### src/rtl/rcc_pkg.sv
package rcc_pkg;
   localparam int unsigned REG_W     = 8;
   localparam int unsigned BIT_POR   = 7;
   localparam int unsigned BIT_RSVD  = 6;
   localparam int unsigned BIT_WDOG  = 5;
   localparam int unsigned BIT_EXT   = 4;
   localparam int unsigned BIT_SW    = 3;
   localparam int unsigned BIT_WDEN  = 2;
   localparam int unsigned NUM_CAUSE = 3;

   // index of each non-power-on cause inside the cause vector
   localparam int unsigned C_SW   = 0;
   localparam int unsigned C_EXT  = 1;
   localparam int unsigned C_WDOG = 2;

   typedef struct packed {
      logic                 por;
      logic [NUM_CAUSE-1:0] cause;
   } cause_flags_t;
endpackage

### src/rtl/rcc_sync.sv
module rcc_sync #(
   parameter int unsigned STAGES    = 2,
   parameter bit          RESET_VAL = 1'b1
) (
   input  logic clk,
   input  logic rst_n,
   input  logic d,
   output logic q
);
   if (STAGES < 2) begin : g_bad_stages
      $error("rcc_sync needs at least two stages");
   end

   logic [STAGES-1:0] chain_q;

   always_ff @(posedge clk or negedge rst_n) begin
      if (!rst_n) chain_q <= {STAGES{RESET_VAL}};
      else        chain_q <= {chain_q[STAGES-2:0], d};
   end

   assign q = chain_q[STAGES-1];
endmodule

### src/rtl/rcc_stretch.sv
module rcc_stretch #(
   parameter int unsigned CYCLES = 16
) (
   input  logic clk,
   input  logic rst_n,
   input  logic trig,
   output logic active
);
   localparam int unsigned CNT_W = $clog2(CYCLES + 1);
   localparam logic [CNT_W-1:0] LOAD = CNT_W'(CYCLES);

   if (CYCLES < 1) begin : g_bad_cycles
      $error("rcc_stretch needs a positive cycle count");
   end

   logic [CNT_W-1:0] cnt_q;

   always_ff @(posedge clk or negedge rst_n) begin
      if (!rst_n)            cnt_q <= LOAD;
      else if (trig)         cnt_q <= LOAD;
      else if (cnt_q != '0)  cnt_q <= cnt_q - 1'b1;
   end

   assign active = (cnt_q != '0);

   a_r9_trig_asserts: assert property (@(posedge clk) disable iff (!rst_n)
      trig |=> active);
   a_r9_counts_down: assert property (@(posedge clk) disable iff (!rst_n)
      (active && !trig) |=> (cnt_q == $past(cnt_q) - 1'b1));
   a_r9_idle_stays: assert property (@(posedge clk) disable iff (!rst_n)
      (!active && !trig) |=> !active);
endmodule

### src/rtl/rcc_flags.sv
module rcc_flags
   import rcc_pkg::*;
(
   input  logic                 clk,
   input  logic                 por_n,
   input  logic                 rd_clr,
   input  logic [NUM_CAUSE-1:0] cause_ev,
   output cause_flags_t         flags
);
   logic                 por_q;
   logic [NUM_CAUSE-1:0] cause_q;

   always_ff @(posedge clk or negedge por_n) begin
      if (!por_n)      por_q <= 1'b1;
      else if (rd_clr) por_q <= 1'b0;
   end

   for (genvar i = 0; i < NUM_CAUSE; i++) begin : g_cause
      always_ff @(posedge clk or negedge por_n) begin
         if (!por_n) cause_q[i] <= 1'b0;
         else        cause_q[i] <= (cause_q[i] & ~rd_clr) | cause_ev[i];
      end

      a_r7_sticky: assert property (@(posedge clk) disable iff (!por_n)
         (cause_q[i] && !rd_clr) |=> cause_q[i]);
      a_r8_cause_wins: assert property (@(posedge clk) disable iff (!por_n)
         cause_ev[i] |=> cause_q[i]);
   end

   assign flags.por   = por_q;
   assign flags.cause = cause_q;

   a_r8_read_clears: assert property (@(posedge clk) disable iff (!por_n)
      (rd_clr && cause_ev == '0) |=> (!por_q && cause_q == '0));
   a_r2_por_only_falls: assert property (@(posedge clk) disable iff (!por_n)
      !por_q |=> !por_q);
endmodule

### src/rtl/rcc_wdctl.sv
module rcc_wdctl #(
   parameter int unsigned IVL_W = 2
) (
   input  logic             clk,
   input  logic             por_n,
   input  logic             clr,
   input  logic             wr_hit,
   input  logic             en_bit,
   input  logic [IVL_W-1:0] ivl_in,
   output logic             wd_en,
   output logic [IVL_W-1:0] ivl
);
   if (IVL_W < 1) begin : g_bad_ivl
      $error("rcc_wdctl needs a non-empty interval field");
   end

   always_ff @(posedge clk or negedge por_n) begin
      if (!por_n) begin
         wd_en <= 1'b0;
         ivl   <= '0;
      end else if (clr) begin
         wd_en <= 1'b0;
         ivl   <= '0;
      end else if (wr_hit) begin
         if (!en_bit) wd_en <= 1'b1;
         ivl <= ivl_in;
      end
   end

   a_r10_enable_holds: assert property (@(posedge clk) disable iff (!por_n)
      (wd_en && !clr) |=> wd_en);
   a_r11_interval_stable: assert property (@(posedge clk) disable iff (!por_n)
      (!wr_hit && !clr) |=> $stable(ivl));
   a_r10_reset_clears: assert property (@(posedge clk) disable iff (!por_n)
      clr |=> (!wd_en && ivl == '0));
endmodule

### src/rtl/rst_cause_reg.sv
module rst_cause_reg
   import rcc_pkg::*;
#(
   parameter int unsigned ADDR_W      = 24,
   parameter logic [23:0] REG_ADDR    = 24'h0000A8,
   parameter int unsigned RST_CYCLES  = 16,
   parameter int unsigned SYNC_STAGES = 2,
   parameter int unsigned IVL_W       = 2
) (
   input  logic              clk,
   input  logic              por_n,
   input  logic              wdog_ovf,
   input  logic              ext_rst_n,
   input  logic              sw_rst_req,
   input  logic [ADDR_W-1:0] bus_addr,
   input  logic              bus_rd,
   input  logic              bus_wr,
   input  logic [REG_W-1:0]  bus_wdata,
   output logic [REG_W-1:0]  bus_rdata,
   output logic              sys_rst,
   output logic              wd_enable,
   output logic [IVL_W-1:0]  wd_interval
);
   localparam logic [ADDR_W-1:0] MY_ADDR   = ADDR_W'(REG_ADDR);
   localparam logic [IVL_W-1:0]  WO_FILL   = '1;

   if (IVL_W != BIT_WDEN) begin : g_bad_layout
      $error("interval field must fill the bits below the enable bit");
   end
   if (ADDR_W < 8) begin : g_bad_addr
      $error("address bus too narrow for the register address");
   end

   logic                 ext_sync;
   logic [NUM_CAUSE-1:0] cause_ev;
   logic                 cause_any;
   logic                 rd_hit;
   logic                 wr_hit;
   cause_flags_t         flags;

   rcc_sync #(.STAGES(SYNC_STAGES), .RESET_VAL(1'b1)) u_sync (
      .clk   (clk),
      .rst_n (por_n),
      .d     (ext_rst_n),
      .q     (ext_sync)
   );

   always_comb begin
      cause_ev         = '0;
      cause_ev[C_WDOG] = wdog_ovf;
      cause_ev[C_EXT]  = ~ext_sync;
      cause_ev[C_SW]   = sw_rst_req;
   end
   assign cause_any = |cause_ev;

   rcc_stretch #(.CYCLES(RST_CYCLES)) u_stretch (
      .clk    (clk),
      .rst_n  (por_n),
      .trig   (cause_any),
      .active (sys_rst)
   );

   assign rd_hit = bus_rd && (bus_addr == MY_ADDR);
   assign wr_hit = bus_wr && (bus_addr == MY_ADDR);

   rcc_flags u_flags (
      .clk      (clk),
      .por_n    (por_n),
      .rd_clr   (rd_hit),
      .cause_ev (cause_ev),
      .flags    (flags)
   );

   rcc_wdctl #(.IVL_W(IVL_W)) u_wdctl (
      .clk    (clk),
      .por_n  (por_n),
      .clr    (cause_any | sys_rst),
      .wr_hit (wr_hit),
      .en_bit (bus_wdata[BIT_WDEN]),
      .ivl_in (bus_wdata[IVL_W-1:0]),
      .wd_en  (wd_enable),
      .ivl    (wd_interval)
   );

   always_comb begin
      bus_rdata = '0;
      if (rd_hit) begin
         bus_rdata[BIT_POR]     = flags.por;
         bus_rdata[BIT_RSVD]    = 1'b1;
         bus_rdata[BIT_WDOG]    = flags.cause[C_WDOG];
         bus_rdata[BIT_EXT]     = flags.cause[C_EXT];
         bus_rdata[BIT_SW]      = flags.cause[C_SW];
         bus_rdata[BIT_WDEN]    = 1'b1;
         bus_rdata[IVL_W-1:0]   = WO_FILL;
      end
   end

   a_r1_reserved_one: assert property (@(posedge clk) disable iff (!por_n)
      rd_hit |-> (bus_rdata[BIT_RSVD] && bus_rdata[BIT_WDEN]));
   a_r1_idle_zero: assert property (@(posedge clk) disable iff (!por_n)
      !rd_hit |-> (bus_rdata == '0));
   a_r12_write_keeps_flags: assert property (@(posedge clk) disable iff (!por_n)
      (wr_hit && !rd_hit && !cause_any) |=> $stable(flags));
endmodule

### config.mk
export PLATFORM = sky130hd
export DESIGN_NAME = rst_cause_reg
export DESIGN_NICKNAME = d
export VERILOG_FILES = /design/src/rtl/rcc_pkg.sv /design/src/rtl/rcc_sync.sv /design/src/rtl/rcc_stretch.sv /design/src/rtl/rcc_flags.sv /design/src/rtl/rcc_wdctl.sv /design/src/rtl/rst_cause_reg.sv
export SDC_FILE = /design/constraint.sdc
export NUM_CORES = 1
export LEC_CHECK = 0
export BUFFER_PORTS_ARGS = -buffer_cell sky130_fd_sc_hd__buf_4
export CORE_MARGIN = 1.5
export CORE_UTILIZATION = 37
export CTS_CLUSTER_SIZE = 28
export DETAILED_ROUTE_END_ITERATION = 6
export PLACE_DENSITY = 0.74
export RECOVER_POWER = 25
export SYNTH_ARGS = -nofsm -noshare
export SYNTH_HDL_FRONTEND = slang
export SYNTH_HIERARCHICAL = 1
export SYNTH_SLANG_ARGS = --single-unit
### constraint.sdc
create_clock -name clk -period 1.8 [get_ports clk]
set_clock_uncertainty 0.2 [all_clocks]
set_input_delay 0.45 -clock clk [delete_from_list [all_inputs] [get_ports clk]]
set_output_delay 0.45 -clock clk [all_outputs]
set_load 0.02 [all_outputs]
# == Yosys cells after proc, flatten, opt, wreduce, memory -nomap -nowiden ==
# Index checks and enable logic that the tools add are counted.
# word_totals
wordCells,35
inputBits,39
output_inout_bits,12
regBits,14
# classes
n_reduce_logical,7
muxes,8
addsub,1
bitwise,9
n_eq_ne,2
# ops
cell,count
equality test 24 x 8 -> 1 bit (second input constant),1
two-way mux 5 bit,2
two-way mux 8 bit,1
nonzero test 5 bit,1
subtractor 5 x 1 -> 5 bit (second input constant),1
two-way mux 2 bit,2
bitwise OR 1 bit,4
nonzero test 2 bit,2
bitwise AND 1 bit,3
two-way mux 1 bit,3
OR reduction 3 bit,1
logical AND 1 bit,2
!= test 2 x 1 -> 1 bit (second input constant),1
inverter 1 bit,2
AND reduction 2 bit,1

# == Depth between registers and ports, before layout ==
# depth
ltp_word,5
ltp_mapped,6
depth_no_buf,5

# == By module ==
# Netlist, hierarchy kept.
# modules_own_cells
mod,cells_each,seq_area_each_um2,instances,area_each_um2
rcc_stretch,25,126.4,1,262.8
rst_cause_reg,27,0.0,1,211.5
rcc_flags,10,101.3,1,143.9
rcc_wdctl,10,75.1,1,117.6
rcc_sync,2,52.6,1,52.6

# == Worst setup path before layout ==
# OpenSTA, ideal clock, no wires.
# synth_path
path_type,input -> output
from,input port bus_addr[21]
to,output port bus_rdata[3]
t_arrival_ps,1453
n_path_buf,0
required_time_ps,1150
setup_slack_ps,-303
path_stages,3
cell_sequence,nor4b_2 -> nand4_2 -> nor3_1
# synth_between
elab_chain_len,3
# synth_lines
element,line,source
start: declaration,rst_cause_reg.sv:15,"input logic [ADDR_W-1:0] bus_addr,"
equality test 24 x 8 -> 1 bit,rst_cause_reg.sv:63,assign rd_hit = bus_rd && (bus_addr == MY_ADDR);
logical AND 1 bit,rst_cause_reg.sv:63,
two-way mux 8 bit,rst_cause_reg.sv:87,if (rd_hit) begin
end: declaration,rst_cause_reg.sv:19,"output logic [REG_W-1:0] bus_rdata,"
# Every way passes these cells.

# == Worst setup path in the final report ==
# layout_path
from,register u_stretch.cnt_q[0]
to,output port sys_rst
# layout_between
elab_chain_len,1
# layout_lines
element,line,source
start: declaration,rcc_stretch.sv:16,logic [CNT_W-1:0] cnt_q;
start signal: assignment,rcc_stretch.sv:21,else if (cnt_q != '0) cnt_q <= cnt_q - 1'b1;
nonzero test 5 bit,rcc_stretch.sv:24,assign active = (cnt_q != '0);
end: declaration,rst_cause_reg.sv:20,"output logic sys_rst,"
# Every way passes these cells.

==> impl_metrics.ini <==
[logic_synthesis]
syn_area_um2 = 788
synth_cell_type_count = 29
yosysSeqAreaShare = 0.451
avgSynthCellArea_um2 = 10.7
syn_inst = 74
ys_ff_latch = 14
synth_fp_nets = 114
yosysWarnings = 6

[worst_setup_path]
end_kind = primary output
crit_end = sys_rst
r2r-end = u_wdctl/ivl[1]
crit_slowest_cell = or4b_4
path_class = reg -> out
r2r_setup_slack_ns = -0.06
path_cells = inv_2 > ha_4 > or4b_4 > buf_6
cp.arrival_ns = 1.48
cpPeakStageDelay_ns = 0.46
r2r_start = u_stretch/cnt_q[0]
r2r_cells = 6
start_kind = register
required_ns = 1.15
crit_path_start = u_stretch/cnt_q[0]
crit_fanout = 2

[clocking]
clkLatencyLatePin_ns = 0.27
cts_tree = done
cts.sinks = 14
clock_path_buffers = 2
worst_setup_hold_path_clk_slew_ns = 0.08
cts_root_buf = clkbuf_4
numCtsBuffers = 3
htreeDepth = 1

[floorplan]
die_x_um = 49.2
start_util = 0.398
ioPinCount = 51
dieArea_um2 = 2420
core-area_um2 = 1980
dieHeight_um = 49.2
row_count = 16

[final_layout]
final_core_util = 0.737
nNetsFinal = 168
syn_to_final_growth_pct = 85.2
drive_gt1_frac = 0.693
n_antenna_cell = 0

[power_and_ir_drop]
power.leakage_nw = 0.692
p_per_area_nw_per_um2 = 476
ir_drop_mv = 0.433

[placed_design]
gp_congestion = 0.715
io_buffers = 45
dp_hpwl_mm = 1.50

[detailed_routing]
via_count = 748
post-route-drc-count = 0
ant_nets = 0
wire_per_inst_um = 13.6
drt_wl_total_mm = 2.09
via_per_inst = 4.86
dr.pass1.iters = 4
drt-initial-drc-count = 9

[status]
violations = negative setup slack
status = finished, violations left

[timing]
rsz0062_at_grt = yes
slew_headroom = 0.509
min_period_over_period = 1.18
hold_violations = 0
slew_viol_final = 0
setup-violations-final = 12
setup_tns_ns = -2.97
clock.fmax_mhz = 469
setup_ws_ns = -0.331
finalCriticalPeriod_ns = 2.13
worst_pin_slew_ns = 0.737

[global_route]
grt_max_degree = 15
grt_pass1_wl_mm = 3.54
antenna_found_initial = 0
track_usage = 0.190
grt_pass1_vias = 769
overflow = 0

[run]
drv_cap = 0

[worst_hold_path]
hold_path_class = in -> reg
synth_stat cells:
cell type	instances	share of area
dfrtp_1	10	0.32
nand2_1	7	0.033
nor2_1	7	0.033
buf_4	5	0.048
inv_1	5	0.024
a21o_1	4	0.038
dfstp_2	4	0.13
nor3_1	4	0.025
a21oi_1	3	0.019
nor4b_2	3	0.057
mux2i_1	2	0.025
nand3_1	2	0.013
nor4_2	2	0.032
a211o_1	1	0.011
a211oi_2	1	0.016
and2b_2	1	0.011
buf_6	1	0.014
ha_1	1	0.016
inv_2	1	0.0048
nand2b_1	1	0.0079
nand3b_1	1	0.0095
nand4_2	1	0.016
nor4_4	1	0.027
or2_2	1	0.0079
or2b_1	1	0.0095
or3_1	1	0.0079
or3_4	1	0.014
or4b_4	1	0.017
xnor2_1	1	0.011
metrics by stage:
step	hold WS, ns	power (mW)	setup slack (ns)	std cells	cell area [um2]
after floorplan	-0.0456	0.379	-0.184	74	905
after global placement	0.105	0.464	-0.381	147	1280
after detailed placement	0.106	0.468	-0.409	147	1280
after CTS	0.0666	0.702	-0.373	154	1430
after global routing	0.0530	0.740	-0.399	154	1460
final	0.0818	0.695	-0.331	154	1460
area by class of cell:
cell class / count / area [um2]
Inverter: 6 / 22.5
Clock buffer: 4 / 36.3
Timing Repair Buffer: 55 / 494
Multi-Input combinational cell: 48 / 518
Sequential cell: 14 / 355
Fill cell: 126 / 522
Tap cell: 27 / 33.8
placed cells by master (no fill, tap or decap):
| cell type | Yosys | routed |
|---|---|---|
| a211o_1 | 1 | 1 |
| a211oi_2 | 1 | 1 |
| a21o_1 | 4 | 4 |
| a21oi_1 | 3 | 2 |
| a21oi_2 | 0 | 1 |
| and2b_2 | 1 | 1 |
| buf_4 | 5 | 30 |
| buf_6 | 1 | 22 |
| clkbuf_1 | 0 | 1 |
| clkbuf_4 | 0 | 4 |
| clkbuf_8 | 0 | 1 |
| dfrtp_1 | 10 | 10 |
| dfstp_2 | 4 | 4 |
| dlygate4sd3_1 | 0 | 1 |
| ha_4 | 0 | 1 |
| inv_1 | 5 | 4 |
| inv_2 | 1 | 2 |
| mux2i_1 | 2 | 2 |
| nand2_1 | 7 | 6 |
| nand2_4 | 0 | 1 |
| nand2b_1 | 1 | 1 |
| nand3_1 | 2 | 1 |
| nand3_2 | 0 | 1 |
| nand3b_1 | 1 | 1 |
| nand4_4 | 0 | 1 |
| nor2_1 | 7 | 3 |
| nor2_2 | 0 | 2 |
| nor2_4 | 0 | 2 |
| nor3_4 | 0 | 4 |
| nor4_4 | 1 | 3 |
| nor4b_4 | 0 | 3 |
| or2_4 | 0 | 1 |
| or2b_1 | 1 | 1 |
| or3_1 | 1 | 1 |
| or3_4 | 1 | 1 |
| or4b_4 | 1 | 1 |
| xnor2_2 | 0 | 1 |
worst min-delay path by stage:
stage          startpoint  cells after the start            endpoint  slack (ns)
2_1_floorplan       por_n                      0    u_flags/flags[0]       -0.05
3_3_place_gp        por_n                      1  u_stretch/cnt_q[3]        0.10
3_5_place_dp        por_n                      1  u_stretch/cnt_q[1]        0.11
4_1_cts         ext_rst_n                      1   u_sync/chain_q[0]        0.07
5_1_grt         ext_rst_n                      1   u_sync/chain_q[0]        0.05
6_report        ext_rst_n                      1   u_sync/chain_q[0]        0.08
layer usage:
layer,GRT usage,part of all wire,vias up,wire length [um]
li1,-,-,358,-
met1,0.245,0.39,346,821
met2,0.313,0.51,42,1070
met3,0.0399,0.092,2,192
met4,0.0714,0.0048,0,10
met5,0,0,-,0
logic make-up after synthesis:
logic type      Yosys count  share of synthesized area
compound gates            9                     0.0841
xor+xnor                  1                     0.0111
fa+ha+maj                 1                     0.0159
buf+inv                  12                     0.0905
flops                    14                      0.451
mux                       2                     0.0254
simple gates             35                      0.322
timing repair:
action | CTS | global route
resized for setup | 24 | 7
endpoints found under the setup margin | 12 | 13
hold buffers | 1 | 0
buffers inserted | 2 | 0
hold endpoints to repair | 10 | 0
pin swaps | 9 | 5
state kept, by name, indices dropped and copies added (netlist names):
name / cells
u_wdctl/ivl: 2
u_flags/flags: 3
u_sync/chain_q: 2
u_stretch/cnt_q: 5
u_flags/por_q: 1
u_wdctl/wd_en: 1
where the power goes:
group / internal, mW / switching, mW / total [mW]
registers: 0.324 / 0.00452 / 0.329
clock network: 0.123 / 0.0934 / 0.216
logic: 0.0900 / 0.0603 / 0.150
total: 0.537 / 0.158 / 0.695
worst max-delay path: cells and delay by family (launching register included):
family,cells,cell delay (ns)
flip-flops,1,0.40
AND/OR/NAND/NOR,1,0.46
adder cells (fa/ha/maj),1,0.12
buffers and inverters,2,0.23
Power figures use the tool's default switching activity.
